File: src/rtl/ifill_pkg.sv
package ifill_pkg;
  typedef enum logic [1:0] {
    FS_IDLE,
    FS_WAIT,
    FS_ADDR,
    FS_FILL
  } fill_state_e;
endpackage

File: src/rtl/ifill_bus_phase.sv
module ifill_bus_phase #(
  parameter int RATIO = 2
) (
  input  logic clk,
  input  logic rst,
  output logic bus_edge
);
  localparam int CW = (RATIO > 1) ? $clog2(RATIO) : 1;

  generate
    if (RATIO < 2) begin : g_same
      assign bus_edge = 1'b1;
    end else begin : g_div
      logic [CW-1:0] ph_cnt;
      always_ff @(posedge clk) begin
        if (rst) begin
          ph_cnt <= '0;
        end else if (ph_cnt == CW'(RATIO - 1)) begin
          ph_cnt <= '0;
        end else begin
          ph_cnt <= ph_cnt + 1'b1;
        end
      end
      // last core cycle of each bus cycle
      assign bus_edge = (ph_cnt == CW'(RATIO - 1));
    end
  endgenerate
endmodule

File: src/rtl/ifill_ctrl.sv
module ifill_ctrl
  import ifill_pkg::*;
#(
  parameter int ADDR_W   = 32,
  parameter int BEAT_W   = 64,
  parameter int BEATS    = 4,
  parameter int ADDR_DLY = 5
) (
  input  logic                       clk,
  input  logic                       rst,
  input  logic                       bus_edge,
  input  logic                       fetch_req,
  input  logic [ADDR_W-1:0]          fetch_addr,
  input  logic                       l1_hit,
  input  logic                       l2_hit,
  input  logic                       beat_vld,
  output logic                       tgt_miss,
  output logic                       busy,
  output logic                       bus_req,
  output logic [ADDR_W-1:0]          bus_addr,
  output logic                       beat_take,
  output logic [$clog2(BEATS)-1:0]   beat_idx
);
  localparam int BIDX_W = $clog2(BEATS);
  localparam int OFF_W  = $clog2(BEATS * BEAT_W / 8);
  localparam int DCNT_W = $clog2(ADDR_DLY + 1);
  localparam logic [ADDR_W-1:0] OFF_MASK = ADDR_W'((1 << OFF_W) - 1);

  fill_state_e       st;
  logic [DCNT_W-1:0] dly_cnt;
  logic              miss_start;

  assign miss_start = (st == FS_IDLE) && fetch_req && !l1_hit && !l2_hit;
  assign beat_take  = (st == FS_FILL) && bus_edge && beat_vld;

  always_ff @(posedge clk) begin
    if (rst) begin
      tgt_miss <= 1'b0;
    end else begin
      tgt_miss <= fetch_req && !l1_hit;
    end
  end

  always_ff @(posedge clk) begin
    if (rst) begin
      st       <= FS_IDLE;
      busy     <= 1'b0;
      bus_req  <= 1'b0;
      bus_addr <= '0;
      dly_cnt  <= '0;
      beat_idx <= '0;
    end else begin
      unique case (st)
        FS_IDLE: begin
          if (miss_start) begin
            st       <= FS_WAIT;
            busy     <= 1'b1;
            bus_addr <= fetch_addr & ~OFF_MASK;
            dly_cnt  <= DCNT_W'(ADDR_DLY - 1);
          end
        end
        FS_WAIT: begin
          if (dly_cnt != '0) begin
            dly_cnt <= dly_cnt - 1'b1;
          end else if (bus_edge) begin
            st      <= FS_ADDR;
            bus_req <= 1'b1;
          end
        end
        FS_ADDR: begin
          if (bus_edge) begin
            st       <= FS_FILL;
            bus_req  <= 1'b0;
            beat_idx <= '0;
          end
        end
        FS_FILL: begin
          if (beat_take) begin
            beat_idx <= beat_idx + 1'b1;
            if (beat_idx == BIDX_W'(BEATS - 1)) begin
              st   <= FS_IDLE;
              busy <= 1'b0;
            end
          end
        end
        default: st <= FS_IDLE;
      endcase
    end
  end


  hit_no_fill_chk: assert property (@(posedge clk) disable iff (rst)
    (!busy && fetch_req && (l1_hit || l2_hit)) |=> !busy);


  busy_keeps_addr_chk: assert property (@(posedge clk) disable iff (rst)
    (busy && fetch_req) |=> $stable(bus_addr));


  req_full_bus_cycle_chk: assert property (@(posedge clk) disable iff (rst)
    $rose(bus_req) |=> bus_req);


  req_on_bus_start_chk: assert property (@(posedge clk) disable iff (rst)
    $rose(bus_req) |-> $past(bus_edge));
endmodule

File: src/rtl/ifill_beat_path.sv
module ifill_beat_path #(
  parameter int BEAT_W = 64,
  parameter int BEATS  = 4
) (
  input  logic                     clk,
  input  logic                     rst,
  input  logic                     beat_take,
  input  logic [$clog2(BEATS)-1:0] beat_idx,
  input  logic [BEAT_W-1:0]        beat_data,
  output logic                     cache_we,
  output logic [$clog2(BEATS)-1:0] cache_wbeat,
  output logic [BEAT_W-1:0]        cache_wdata,
  output logic                     fetch_vld,
  output logic [BEAT_W-1:0]        fetch_data
);
  logic first_beat;
  assign first_beat = beat_take && (beat_idx == '0);

  always_ff @(posedge clk) begin
    if (rst) begin
      cache_we    <= 1'b0;
      cache_wbeat <= '0;
      cache_wdata <= '0;
      fetch_vld   <= 1'b0;
      fetch_data  <= '0;
    end else begin
      cache_we  <= beat_take;
      fetch_vld <= first_beat;
      if (beat_take) begin
        cache_wbeat <= beat_idx;
        cache_wdata <= beat_data;
      end
      if (first_beat) begin
        fetch_data <= beat_data;
      end
    end
  end
endmodule

File: src/rtl/ifill_fwd.sv
module ifill_fwd #(
  parameter int ADDR_W   = 32,
  parameter int BEAT_W   = 64,
  parameter int BEATS    = 4,
  parameter int ADDR_DLY = 5,
  parameter int RATIO    = 2
) (
  input  logic                     clk,
  input  logic                     rst,
  input  logic                     fetch_req,
  input  logic [ADDR_W-1:0]        fetch_addr,
  input  logic                     l1_hit,
  input  logic                     l2_hit,
  output logic                     tgt_miss,
  output logic                     busy,
  output logic                     bus_req,
  output logic [ADDR_W-1:0]        bus_addr,
  input  logic                     bus_beat_vld,
  input  logic [BEAT_W-1:0]        bus_beat_data,
  output logic                     cache_we,
  output logic [$clog2(BEATS)-1:0] cache_wbeat,
  output logic [BEAT_W-1:0]        cache_wdata,
  output logic                     fetch_vld,
  output logic [BEAT_W-1:0]        fetch_data
);
  localparam int BIDX_W = $clog2(BEATS);

  logic              bus_edge;
  logic              beat_take;
  logic [BIDX_W-1:0] beat_idx;

  ifill_bus_phase #(.RATIO(RATIO)) u_phase (
    .clk      (clk),
    .rst      (rst),
    .bus_edge (bus_edge)
  );

  ifill_ctrl #(
    .ADDR_W   (ADDR_W),
    .BEAT_W   (BEAT_W),
    .BEATS    (BEATS),
    .ADDR_DLY (ADDR_DLY)
  ) u_ctrl (
    .clk        (clk),
    .rst        (rst),
    .bus_edge   (bus_edge),
    .fetch_req  (fetch_req),
    .fetch_addr (fetch_addr),
    .l1_hit     (l1_hit),
    .l2_hit     (l2_hit),
    .beat_vld   (bus_beat_vld),
    .tgt_miss   (tgt_miss),
    .busy       (busy),
    .bus_req    (bus_req),
    .bus_addr   (bus_addr),
    .beat_take  (beat_take),
    .beat_idx   (beat_idx)
  );

  ifill_beat_path #(
    .BEAT_W (BEAT_W),
    .BEATS  (BEATS)
  ) u_path (
    .clk         (clk),
    .rst         (rst),
    .beat_take   (beat_take),
    .beat_idx    (beat_idx),
    .beat_data   (bus_beat_data),
    .cache_we    (cache_we),
    .cache_wbeat (cache_wbeat),
    .cache_wdata (cache_wdata),
    .fetch_vld   (fetch_vld),
    .fetch_data  (fetch_data)
  );


  fwd_with_write_chk: assert property (@(posedge clk) disable iff (rst)
    fetch_vld |-> (cache_we && cache_wbeat == '0));


  write_during_fill_chk: assert property (@(posedge clk) disable iff (rst)
    cache_we |-> $past(busy));
endmodule

File: config.mk
export PLATFORM = sky130hd
export DESIGN_NAME = ifill_fwd
export DESIGN_NICKNAME = d
export VERILOG_FILES = /design/src/rtl/ifill_pkg.sv /design/src/rtl/ifill_bus_phase.sv /design/src/rtl/ifill_ctrl.sv /design/src/rtl/ifill_beat_path.sv /design/src/rtl/ifill_fwd.sv
export SDC_FILE = /design/constraint.sdc
export NUM_CORES = 1
export LEC_CHECK = 0
export BUFFER_PORTS_ARGS = -buffer_cell sky130_fd_sc_hd__buf_2
export CORE_MARGIN = 5
export CORE_UTILIZATION = 49
export DETAILED_ROUTE_END_ITERATION = 16
export PLACE_DENSITY = 0.79
export SLEW_MARGIN = 20
export SYNTH_ARGS = -nofsm -noshare
export SYNTH_HDL_FRONTEND = slang
export SYNTH_HIERARCHICAL = 1
export SYNTH_SLANG_ARGS = --single-unit
File: constraint.sdc
create_clock -name clk -period 3.71 [get_ports clk]
set_clock_uncertainty 0.2 [all_clocks]
set_input_delay 0.1855 -clock clk [delete_from_list [all_inputs] [get_ports clk]]
set_output_delay 0.1855 -clock clk [all_outputs]
set_load 0.05 [all_outputs]
Word level (Yosys, flattened, before mapping) --
Index checks and enable logic that the tools add are counted. Widths: inputs -> output; s select.
Storage, ports and cells: register bits after elaboration 170, bits of input ports 102, output and inout bits 167, word-level logic and storage cells 71
Cells by class: add/sub/neg operators 3, equal/unequal tests 11, mux-type cells 21, reductions and logical operators 23
Operators by type and width (count):
- $mux 2 | 8
- $ne 2x2->1 const B | 4
- $pmux 2 s4 | 1
- $reduce_and 4->1 | 2
- $reduce_bool 2->1 | 4
- $logic_and 1x1->1 | 7
- $eq 2x2->1 const B | 3
- $mux 1 | 6
- $mux 3 | 2
- $ne 2x1->1 const B | 3
- $pmux 3 s2 | 1
- $reduce_and 3->1 | 2
- $reduce_and 6->1 | 1
- $logic_not 2->1 | 2
- $pmux 1 s2 | 2
- $pmux 2 s2 | 1
- $reduce_bool 3->1 | 1
- $sub 3x1->3 const B | 1
- $add 2x1->2 const B | 1
- $eq 2x1->1 const B | 1
- $logic_not 1->1 | 2
- $reduce_and 2->1 | 1
- $reduce_or 2->1 | 1
- $add 1x1->1 const B | 1

Depth between registers and ports, before layout --
Gate-level depths: netlist of the first run.
depth in word-level cells 6, mapped depth 7, mapped depth without buffers 7

By module --
Netlist of the first run, hierarchy kept.
Modules (own cells, without submodules):
- ifill_beat_path | instances 1, cells an instance 495, area each 5237.5 um^2, sequential area each 2642.5 um^2
- ifill_ctrl | instances 1, cells an instance 191, area each 1597.8 um^2, sequential area each 740.7 um^2
- ifill_bus_phase | instances 1, cells an instance 2, area each 23.8 um^2, sequential area each 20.0 um^2

Worst setup path before layout of the first run --
Ideal clock, no wire load.
path kind register to register, start register u_ctrl.st[0], end register u_path.fetch_data[10], library setup time 72 ps, arrival time 1621 ps, data required time 3438 ps, setup slack 1818 ps, stages on the path, launching flop included 8, clock period less this slack 1892 ps, cells stage by stage dfxtp_1 > ha_1 > and3_2 > buf_2 > nor3b_2 > buf_6 > buf_6 > mux2i_1
Between the ends: cells in the longest elaborated chain, start to end 4
Ends and longest elaborated chain:
- start: declaration | RTL line ifill_ctrl.sv:29 | fill_state_e st;
- start signal: assignment | RTL line ifill_ctrl.sv:46 | st <= FS_IDLE;
- start signal: assignment | RTL line ifill_ctrl.sv:56 | st <= FS_WAIT;
- start signal: assignment | RTL line ifill_ctrl.sv:66 | st <= FS_ADDR;
- $eq 2x2->1 | RTL line ifill_ctrl.sv:34 | assign beat_take = (st == FS_FILL) && bus_edge && beat_vld;
- $logic_and 1x1->1 (2 in series) | RTL line ifill_ctrl.sv:34
- net beat_take | RTL line ifill_fwd.sv:29 | logic beat_take;
- $logic_and 1x1->1 | RTL line ifill_beat_path.sv:17 | assign first_beat = beat_take && (beat_idx == '0);
- end signal: assignment | RTL line ifill_beat_path.sv:34 | fetch_data <= beat_data;
- end: declaration | RTL line ifill_beat_path.sv:14 | output logic [BEAT_W-1:0] fetch_data
The timed path passes the listed nets, and every way through them passes these cells. A chain may end at the register's enable or synchronous reset.

Final worst setup path of the first run --
start register u_ctrl.st[0], end register u_path.fetch_data[36]
The elaborated chain is that of the path after synthesis.

==> run metrics, run 1 <==
post-route ant nets 0; via count 5779; critical setup path kind register to register; layout cells sized above 1 0.292; synth unique cells 34; postcts setup bufs 0; Slowest-stage cell, CP and3_4; Vias/cell 4.77; crit-path cells ha_1 -> and3_4 -> nor3b_4 -> buf_12 -> mux2i_1; VDD IR max 0.000279 V; Initial Util 0.496; setup TNS 0 ns; drt total wl 17900 um; DRT Pass-1 Iters 4; crit path max fanout 64; Final setup viols 0; DRT iter0 DRCs 228; die width 128 um; routed len/inst 14.7 um; Lkg Pwr 4.15 nW; simple-gate share of the synthesized area 0.202; P per Cell Area 419 nW/um^2; syn_area_per_cell 9.97 um^2; initial antenna violation count 0; Int Pwr 0.00300 W; Comb pwr share 0.141; Mapped Area 6860 um^2; cts repair resizes 0; number of buffers and inverters on the critical path 1; GRT Total Usage 0.217; Seq cells post-synth 170; startpoint class of the critical path register; Ys Warns 6; largest family of logic cells by synthesized area simple AND/OR/NAND/NOR gates; DRC 0; Final Hold Violating Endpoints 0; Clk Latency, worst-skew pair 0.41 ns; nature of the critical path endpoint register; overall power 0.00404 W; Seq pwr share 0.468; Final min period 2.56 ns; GR peak layer met2; met3 usage 0.0608; hpwl dp 11300 um; Final Instance Count excl. Fillers 1211; fin crit share 0.691; sw frac 0.258; port bufs 258; Layout area overhead 40.4%; grt met1 use 0.247; routability cong. 0.777; Synth Area in XOR/XNOR 0; area of the die 16500 um^2; multi-input logic area 3130 um^2; grt met2 use 0.382; Num CTS Buffers 17; EDFF count, synth 0; R2R Setup Slk 1.15 ns; CP top delay family simple AND/OR/NAND/NOR gates; CP required 3.84 ns; adder-cell share of the synthesized area 0.0128; Synth Area in Compound Gates 0.0467; IO Pins 269; maxcap violations 0; first-pass GRT wire length 28800 um; status complete, no violations; P_sw 0.00104 W; number of global-route vias before repair 5844; Max Root-Sink Buffers 2; highest cell delay on the worst timing path 0.55 ns; clock sinks 170; Seq/Total Area, Yosys 0.496; DIE HEIGHT 128 um; standard-cell row count 43; clock root cell clkbuf_16; cells after synthesis 688; Slew Viols, Final 0; clk slew on worst S/H paths 0.06 ns; CTS tree built; multiplexer share of the synthesized area 0.191; clock power share 0.390; largest net degree at the start of global routing 94; fmax 390 MHz; Async SR Flop Fraction 0; RSZ-0062 raised after global routing no; Hold Path Class input pin to register; fin nets 1128; core area 13800 um^2; FILL cells 988; slew margin rel. 0.523; worst slew pin tran 0.715 ns; Placed Cells 1087; H-tree depth 4; Synth Flop Type dfxtp_1; total grt overflow 0; register area 3400 um^2; Critical Path AT 2.69 ns
[stage by stage]
step	area, um^2	utilization	hold WS [ns]	worst slack (ns)
global placement	8170	0.591	0.227	1.20
CTS	9630	0.696	0.00902	1.12
finish	9630	0.696	0.0319	1.15
detailed placement	8170	0.591	0.231	1.14
global route	9630	0.696	0.0491	0.965
floorplan	6870	-	0.0522	1.82
[cells in the final DEF, fill, tap and decap left out, types with 3 or more instances in the layout]
| cell | instances |
|---|---|
| nand3_1 | 3 |
| dlygate4sd3_1 | 93 |
| inv_1 | 9 |
| mux2i_1 | 131 |
| nand2b_1 | 129 |
| dfxtp_1 | 170 |
| buf_2 | 257 |
| buf_4 | 7 |
| conb_1 | 5 |
| o21ai_0 | 3 |
| clkbuf_8 | 3 |
| clkinv_2 | 3 |
| ha_1 | 7 |
| clkinvlp_4 | 3 |
| nor2_1 | 77 |
| nand2_1 | 56 |
| a21oi_1 | 30 |
| clkbuf_16 | 17 |
[timing repair]
action / in CTS / in global routing
hold buffers: 93 / 0
setup endpoints to repair: 0 / 0
endpoints found under the hold margin: 156 / 0
[area by class of cell]
cell class / instances / area share
antenna: 2 / 0.000520
sequential: 170 / 0.353
clock inverter: 7 / 0.00481
inverter: 9 / 0.00351
multi-input combinational: 462 / 0.325
timing repair buffer: 359 / 0.240
tap: 180 / 0.0234
clock buffer: 22 / 0.0492
[per-layer routing]
| layer | up-vias | wire length [um] |
|---|---|---|
| met5 | - | 0 |
| met4 | 0 | 379 |
| met3 | 31 | 1380 |
| met2 | 209 | 8970 |
| met1 | 2626 | 7140 |
| li1 | 2913 | - |
[synth_stat cells, types with 2 or more instances]
master	instances	area share
dfxtp_1	170	0.50
mux2i_1	131	0.19
nand2b_1	129	0.12
nor2_1	77	0.042
nand2_1	56	0.031
a21oi_1	30	0.022
buf_2	17	0.012
clkbuf_1	14	0.0077
buf_4	11	0.012
inv_1	9	0.0049
buf_6	8	0.013
ha_1	7	0.013
nand3_1	3	0.0022
o21ai_0	3	0.0022
a211oi_2	2	0.0036
a22oi_1	2	0.0022
nor2b_1	2	0.0018
[power groups by stage]
stage | registers (W) | clock network, W | logic [W]
after floorplan | 0.00203 | 0 | 0.000259
after global placement | 0.00193 | 0 | 0.000482
after CTS | 0.00189 | 0.00161 | 0.000568
after global routing | 0.00189 | 0.00170 | 0.000618
after detailed placement | 0.00193 | 0 | 0.000489
final | 0.00189 | 0.00157 | 0.000571
[worst register-to-register path, cell delays in order (launching register included)]
cell,delay [ns]
dfxtp_1,0.37
ha_1,0.33
and3_4,0.55
nor3b_4,0.31
buf_12,0.42
mux2i_1,0.31
[state kept, by name, indices dropped and copies added, names as in the netlist, 2 cells and up]
name	flops
u_ctrl/beat_idx	2
u_ctrl/bus_addr	27
u_ctrl/dly_cnt	3
u_ctrl/st	2
u_path/cache_wbeat	2
u_path/cache_wdata	64
u_path/fetch_data	64
[final timing paths]
| path | start | endpoint | cells past startpoint |
|---|---|---|---|
| setup reg to reg | u_ctrl/st[0] | u_path/fetch_data[36] | 5 |
| hold reg to reg | u_ctrl/bus_addr[13] | u_ctrl/bus_addr[13] | 2 |
| hold / removal | bus_beat_vld | u_ctrl/beat_idx[1] | 5 |
| setup / recovery | u_ctrl/st[0] | u_path/fetch_data[36] | 5 |
[kinds of logic (layout without fill, tap and decap cells)]
| kind of cell | count (synthesis) | after routing |
|---|---|---|
| AOI/OAI and AO/OA | 47 | 47 |
| adders and majority gates | 7 | 7 |
| buffers and inverters | 60 | 397 |
| DFF | 170 | 170 |
| muxes | 131 | 131 |
| other | 1 | 7 |
| and+or+nand+nor | 272 | 272 |
(Power assumes the default switching activity.)
==> run 2, diff against run 1 <==
--- a/config.mk
+++ b/config.mk
@@ -5,11 +5,12 @@
 export SDC_FILE = /design/constraint.sdc
 export NUM_CORES = 1
 export LEC_CHECK = 0
+export ABC_AREA = 1
 export BUFFER_PORTS_ARGS = -buffer_cell sky130_fd_sc_hd__buf_2
 export CORE_MARGIN = 5
-export CORE_UTILIZATION = 49
+export CORE_UTILIZATION = 44
 export DETAILED_ROUTE_END_ITERATION = 16
-export PLACE_DENSITY = 0.79
+export PLACE_DENSITY = 0.75
 export SLEW_MARGIN = 20
 export SYNTH_ARGS = -nofsm -noshare
 export SYNTH_HDL_FRONTEND = slang
==> constraint.sdc (replaced) <==
create_clock -name clk -period 2.2 [get_ports clk]
set_clock_uncertainty 0.2 [all_clocks]
set_input_delay 0.11 -clock clk [delete_from_list [all_inputs] [get_ports clk]]
set_output_delay 0.11 -clock clk [all_outputs]
set_load 0.05 [all_outputs]
==> run 2 against run 1 <==
Net effect:
- highest routed layer unchanged
- via count is 20% higher
- combinational power rose to 3.0 times the previous value
- design area rose by 1.3%
- clock power up 94%
- final cell count grew 16%
- setup slack got worse by 1.0 ns
- critical path type is now input pin to register
- non-clock buffer count grew 23
- wire length rose by 18%
==> run metrics, run 2 <==
status complete, no violations; overall power 0.00807 W; slew margin rel. 0.502; nature of the critical path endpoint register; Yosys top cell by area dfxtp_1; multi-input logic area 2600 um^2; via count 6949; Clk Latency, worst-skew pair 0.42 ns; IO Pins 269; hpwl dp 12100 um; total grt overflow 0; Ys Warns 6; Lkg Pwr 4.79 nW; CTS tree built; biggest registers after layout u_path/cache_wdata (64), u_path/fetch_data (64), u_ctrl/bus_addr (27); core area 15200 um^2; drt total wl 21100 um; Seq/Total Area, Yosys 0.498; FILL cells 1201; DRT iter0 DRCs 416; fin nets 1309; H-tree depth 4; EDFF count, synth 0; Most Frequent Cell on Critical Path dlygate4sd3_1; number of buffers and inverters on the critical path 5; Num CTS Buffers 17; Hold Crit Depth 6; largest net degree at the start of global routing 85; Hold EP u_ctrl/bus_addr[5]; Max Root-Sink Buffers 2; GRT Total Usage 0.223; setup TNS 0 ns; synth unique cells 26; post-route ant nets 0; RSZ-0062 raised after global routing no; reg2reg path depth 8; CP required 2.33 ns; DRC 0; Initial Util 0.449; commonest non-fill, non-tap cells in the layout buf_2 (258), dfxtp_1 (170), a21oi_1 (162); Final setup viols 0; port bufs 258; R2R Setup Slk 0.11 ns; crit path max fanout 15; fin crit share 0.954; standard-cell row count 45; Hold Path Class input pin to register; reg-to-reg endpoint u_ctrl/bus_addr[28]; fmax 476 MHz; register area 3400 um^2; routability cong. 0.825; Seq cells post-synth 170; Vias/cell 4.96; VDD IR max 0.000546 V; number of global-route vias before repair 6613; P per Cell Area 827 nW/um^2; Async SR Flop Fraction 0; layout cells sized above 1 0.265; antenna cells 0; Synth Flop Type dfxtp_1; Slew Viols, Final 0; Final min period 2.10 ns; worst hold start l1_hit; clk slew on worst S/H paths 0.07 ns; clock root cell clkbuf_16; critical setup path kind input pin to register; top cells by area, synth dfxtp_1 (50%), a21oi_1 (12%), nand3_1 (7.2%); syn_area_per_cell 7.88 um^2; maxcap violations 0; commonest non-fill, non-tap cell in the layout buf_2; cells after synthesis 866; initial antenna violation count 0; routed len/inst 15.0 um; DRT Pass-1 Iters 5; crit-path cells dlygate4sd3_1 -> buf_2 -> nand2_2 -> inv_2 -> buf_4 -> nand3_1 -> dlygate4sd3_1 -> a21oi_1; die width 135 um; Placed Cells 1257; Critical Path AT 2.23 ns; worst slew pin tran 0.745 ns; Layout area overhead 42.9%; cell with the most instances after synthesis dfxtp_1; Mapped Area 6830 um^2; start of the worst register-to-register path u_ctrl/st[0]; Final Instance Count excl. Fillers 1401; clock sinks 170; DIE HEIGHT 135 um; startpoint class of the critical path input pin; Final Hold Violating Endpoints 0; post-route cell area 9760 um^2; area of the die 18100 um^2; CP top delay family buffers and inverters; placed cell area 8020 um^2; share of the synthesized area in the top cell type 0.498; list of most frequent post-synthesis cells dfxtp_1 (170), a21oi_1 (163), nand2_1 (110); Slowest-stage cell, CP dlygate4sd3_1; first-pass GRT wire length 32900 um; Min Hold Slack 0.121 ns; highest cell delay on the worst timing path 0.57 ns
-- run 2: changes by cell type after synthesis, moves of 4 or more --
cell      delta
nand2_1     +54
nand3_1     +95
o21ai_0     +63
clkbuf_1     -8
inv_2        +5
buf_2       +11
buf_6       +18
nand2b_1   -129
nand4_1      +4
inv_1       +72
a21oi_1    +133
mux2i_1    -131
-- run 2: cell families after synthesis --
kind of cell | after synthesis | share of synthesized area
AO/OA/AOI/OAI | 234 | 0.173
adder cells (fa/ha/maj) | 7 | 0.0128
buffers and inverters | 158 | 0.127
AND/OR/NAND/NOR | 296 | 0.188
flip-flops | 170 | 0.498
other | 1 | 0.000549
-- run 2: per-layer routing --
layer  up-vias  wire length, um  GRT usage
met5         -                0          0
met4         0              750     0.0962
met3        58             1290     0.0488
met2       266            10600      0.396
met1      3143             8460      0.257
li1       3482                -          -
-- run 2: report_power, final --
group	internal, W	leakage (nW)	switching [W]	total (W)
Sequential	0.00322	1.37	0.0000757	0.00329
Combinational	0.000609	3.12	0.00112	0.00173
Clock	0.00181	0.297	0.00124	0.00305
-- run 2: worst max-delay path by stage --
stage / endpoint / from / slack, ns / depth (start not counted)
floorplan: u_path/fetch_data[58] / u_ctrl/st[0] / 0.51 / 9
global placement: u_path/fetch_data[5] / u_ctrl/st[0] / 0.29 / 7
detailed placement: u_path/fetch_data[11] / u_ctrl/st[0] / 0.24 / 7
CTS: u_ctrl/bus_addr[23] / u_ctrl/st[0] / 0.14 / 7
global route: u_ctrl/bus_addr[18] / fetch_req / 0.006 / 8
finish: u_ctrl/bus_addr[18] / fetch_req / 0.10 / 8
-- run 2: final cells by class --
type	count	area share
clock buffer	21	0.0492
clock inverter	11	0.0136
inverter	86	0.0337
multi-input combinational	543	0.267
sequential	170	0.349
tap	188	0.0241
timing repair buffer	382	0.264
-- run 2: tightest hold or removal path, delay by kind of cell --
family	cells	cell delay, ns
buffers and inverters	3	0.30
AND/OR/NAND/NOR	2	0.22
AO/OA/AOI/OAI	1	0.06
-- run 2: metrics by stage --
step	worst slack, ns	utilization
after floorplan	0.508	-
after global placement	0.286	0.527
after CTS	0.143	0.638
final	0.101	0.642
after detailed placement	0.243	0.527
after global routing	0.00557	0.642
-- run 2: timing repair --
action                                 CTS  global route
setup endpoints to repair                0            12
hold buffers                           107             0
endpoints found under the hold margin  159             0
buffers inserted                         0             4
gates resized for setup                  0             3
==> run 3, diff against run 2 <==
--- a/config.mk
+++ b/config.mk
@@ -8,11 +8,10 @@
 export ABC_AREA = 1
 export BUFFER_PORTS_ARGS = -buffer_cell sky130_fd_sc_hd__buf_2
 export CORE_MARGIN = 5
-export CORE_UTILIZATION = 44
+export CORE_UTILIZATION = 42
 export DETAILED_ROUTE_END_ITERATION = 16
-export PLACE_DENSITY = 0.75
+export PLACE_DENSITY = 0.74
 export SLEW_MARGIN = 20
 export SYNTH_ARGS = -nofsm -noshare
 export SYNTH_HDL_FRONTEND = slang
-export SYNTH_HIERARCHICAL = 1
 export SYNTH_SLANG_ARGS = --single-unit
==> run 3 against run 2 <==
Net effect:
- hold slack got worse by 0.098 ns
- global-route usage rose by 0.26 points
- first-iteration DRC count fell by 19%
- combinational power fell by 16%
- power fell by 7.4%
- critical endpoint is now u_ctrl.bus_addr[6]
- sequential share of layout area rose by 3.2 points
- design area fell by 8.3%
- synthesized cell count fell by 9.5%
- via count fell by 8.5%
- setup slack improved by 0.16 ns
==> run metrics, run 3 <==
clock root cell clkbuf_16; drt total wl 20000 um; WP depth 8; R2R Setup Slk 0.26 ns; initial antenna violation count 0; GRT Total Usage 0.225; RSZ-0062 raised after global routing no; sw frac 0.295; Vias/cell 4.86; Seq pwr share 0.443; largest net degree at the start of global routing 72; DRT iter0 DRCs 337; die width 131 um; top cells by area, synth dfxtp_1 (56%), nand2_1 (9.3%), nor2_1 (8.9%); Int Pwr 0.00527 W; Slew Viols, Final 0; biggest registers after layout u_path.cache_wdata (64), u_path.fetch_data (64), u_ctrl.bus_addr (27); Critical Path AT 2.04 ns; Ys Warns 0; Seq/Total Area, Yosys 0.557; Clk Latency, worst-skew pair 0.41 ns; highest cell delay on the worst timing path 0.36 ns; routed len/inst 15.3 um; share of the synthesized area in the top cell type 0.557; crit-path cells inv_1 -> ha_1 -> inv_1 -> nor2_1 -> nand3_1 -> buf_12 -> o21ai_0 -> a21oi_1; layout cells sized above 1 0.265; total grt overflow 0; Seq cells post-synth 170; EDFF count, synth 0; standard-cell row count 44; clock power share 0.363; Most Frequent Cell on Critical Path inv_1; DRC 0; area of the die 17000 um^2; Comb pwr share 0.194; list of most frequent post-synthesis cells dfxtp_1 (170), nand2_1 (152), nor2_1 (144); port bufs 258; Yosys top cell by area dfxtp_1; postcts setup bufs 0; IO Pins 269; CP top delay family compound AO/OA/AOI/OAI gates; maxcap violations 0; critical setup path kind register to register; crit path max fanout 54; Initial Util 0.425; startpoint class of the critical path register; worst hold start l1_hit; number of buffers and inverters on the critical path 3; start of the worst register-to-register path u_ctrl.st[0]; status complete, no violations; Mapped Area 6110 um^2; Final min period 1.94 ns; reg2reg path depth 8; clock sinks 170; via count 6361; core area 14400 um^2; Final setup viols 0; routability cong. 0.778; fin crit share 0.883; Final Util 0.623; post-route ant nets 0; P per Cell Area 835 nW/um^2; DRT Pass-1 Iters 7; syn_area_per_cell 7.79 um^2; first-pass GRT wire length 30400 um; Hold Path Class input pin to register; synth unique cells 20; commonest non-fill, non-tap cell in the layout buf_2; number of global-route vias before repair 6159; worst slew pin tran 0.828 ns; setup TNS 0 ns; fmax 515 MHz; Slowest-stage cell, CP dfxtp_1; Async SR Flop Fraction 0; Worst setup startpoint u_ctrl.st[0]; nature of the critical path endpoint register; slew margin rel. 0.448; Final Hold Violating Endpoints 0; Num CTS Buffers 17; Max Root-Sink Buffers 2; CTS tree built; overall power 0.00747 W; CP required 2.30 ns; Lkg Pwr 4.05 nW; clk slew on worst S/H paths 0.06 ns; fin nets 1223; VDD IR max 0.000511 V; Hold Crit Depth 6; DIE HEIGHT 131 um; H-tree depth 4; P_sw 0.00221 W; Synth Flop Type dfxtp_1; cells after synthesis 784; commonest non-fill, non-tap cells in the layout buf_2 (258), dfxtp_1 (170), nand2_1 (151); Layout area overhead 46.5%; hpwl dp 11900 um; cell with the most instances after synthesis dfxtp_1
-- run 3: what timing repair did --
item | CTS | global route
endpoints found under the hold margin | 158 | 0
gates resized for setup | 0 | 1
hold buffers | 94 | 0
setup endpoints to repair | 0 | 2
-- run 3: power by group through the flow --
stage,registers [W],clock network [W],logic (W)
global placement,0.00336,0,0.00129
finish,0.00331,0.00271,0.00145
floorplan,0.00373,0,0.000598
global route,0.00333,0.00290,0.00158
CTS,0.00331,0.00277,0.00144
detailed placement,0.00337,0,0.00131
-- run 3: routing by layer --
layer | wire (um) | global-route usage | part of all wire | up-vias
met5 | 0 | 0 | 0 | -
met2 | 9780 | 0.393 | 0.49 | 270
li1 | - | - | - | 3135
met4 | 416 | 0.0950 | 0.021 | 0
met3 | 1980 | 0.0785 | 0.099 | 33
met1 | 7790 | 0.249 | 0.39 | 2923
-- run 3: final cells by class --
type / count / area [um^2]
repair buffers: 361 / 2320
clock inverters: 8 / 75.1
clock buffers: 21 / 450
inverters: 47 / 181
multi-input cells: 516 / 2280
fillers: 1195 / 5420
well taps: 184 / 230
flip-flops and latches: 170 / 3400
diodes: 1 / 2.50
-- run 3: cell families (layout without fill, tap and decap cells) --
| family | Yosys count | count (layout) | share of synthesized area |
|---|---|---|---|
| DFF | 170 | 170 | 0.557 |
| other | 1 | 6 | 0.000614 |
| buffers and inverters | 102 | 437 | 0.0721 |
| and+or+nand+nor | 307 | 307 | 0.192 |
| adders and majority gates | 8 | 8 | 0.0164 |
| AOI/OAI and AO/OA | 196 | 196 | 0.161 |
-- run 3: worst min-delay path: stages --
cell	delay [ns]
buf_2	0.08
inv_1	0.04
nand2_1	0.06
o21bai_1	0.12
nand4_1	0.10
a21oi_1	0.06
-- run 3: final timing paths --
kind | to
max | u_ctrl.bus_addr[6]
min | u_ctrl.busy
max reg2reg | u_ctrl.bus_addr[6]
min reg2reg | u_ctrl.bus_addr[19]
-- run 3: stage by stage --
step	instances	cell area, um^2	hold slack (ns)	setup slack (ns)
2_1_floorplan	788	6120	0.0131	0.576
3_3_place_gp	1184	7480	0.122	0.229
3_5_place_dp	1184	7480	0.117	0.213
4_1_cts	1307	8940	0.0240	0.196
5_1_grt	1307	8940	0.0860	0.0771
6_report	1308	8950	0.0228	0.256
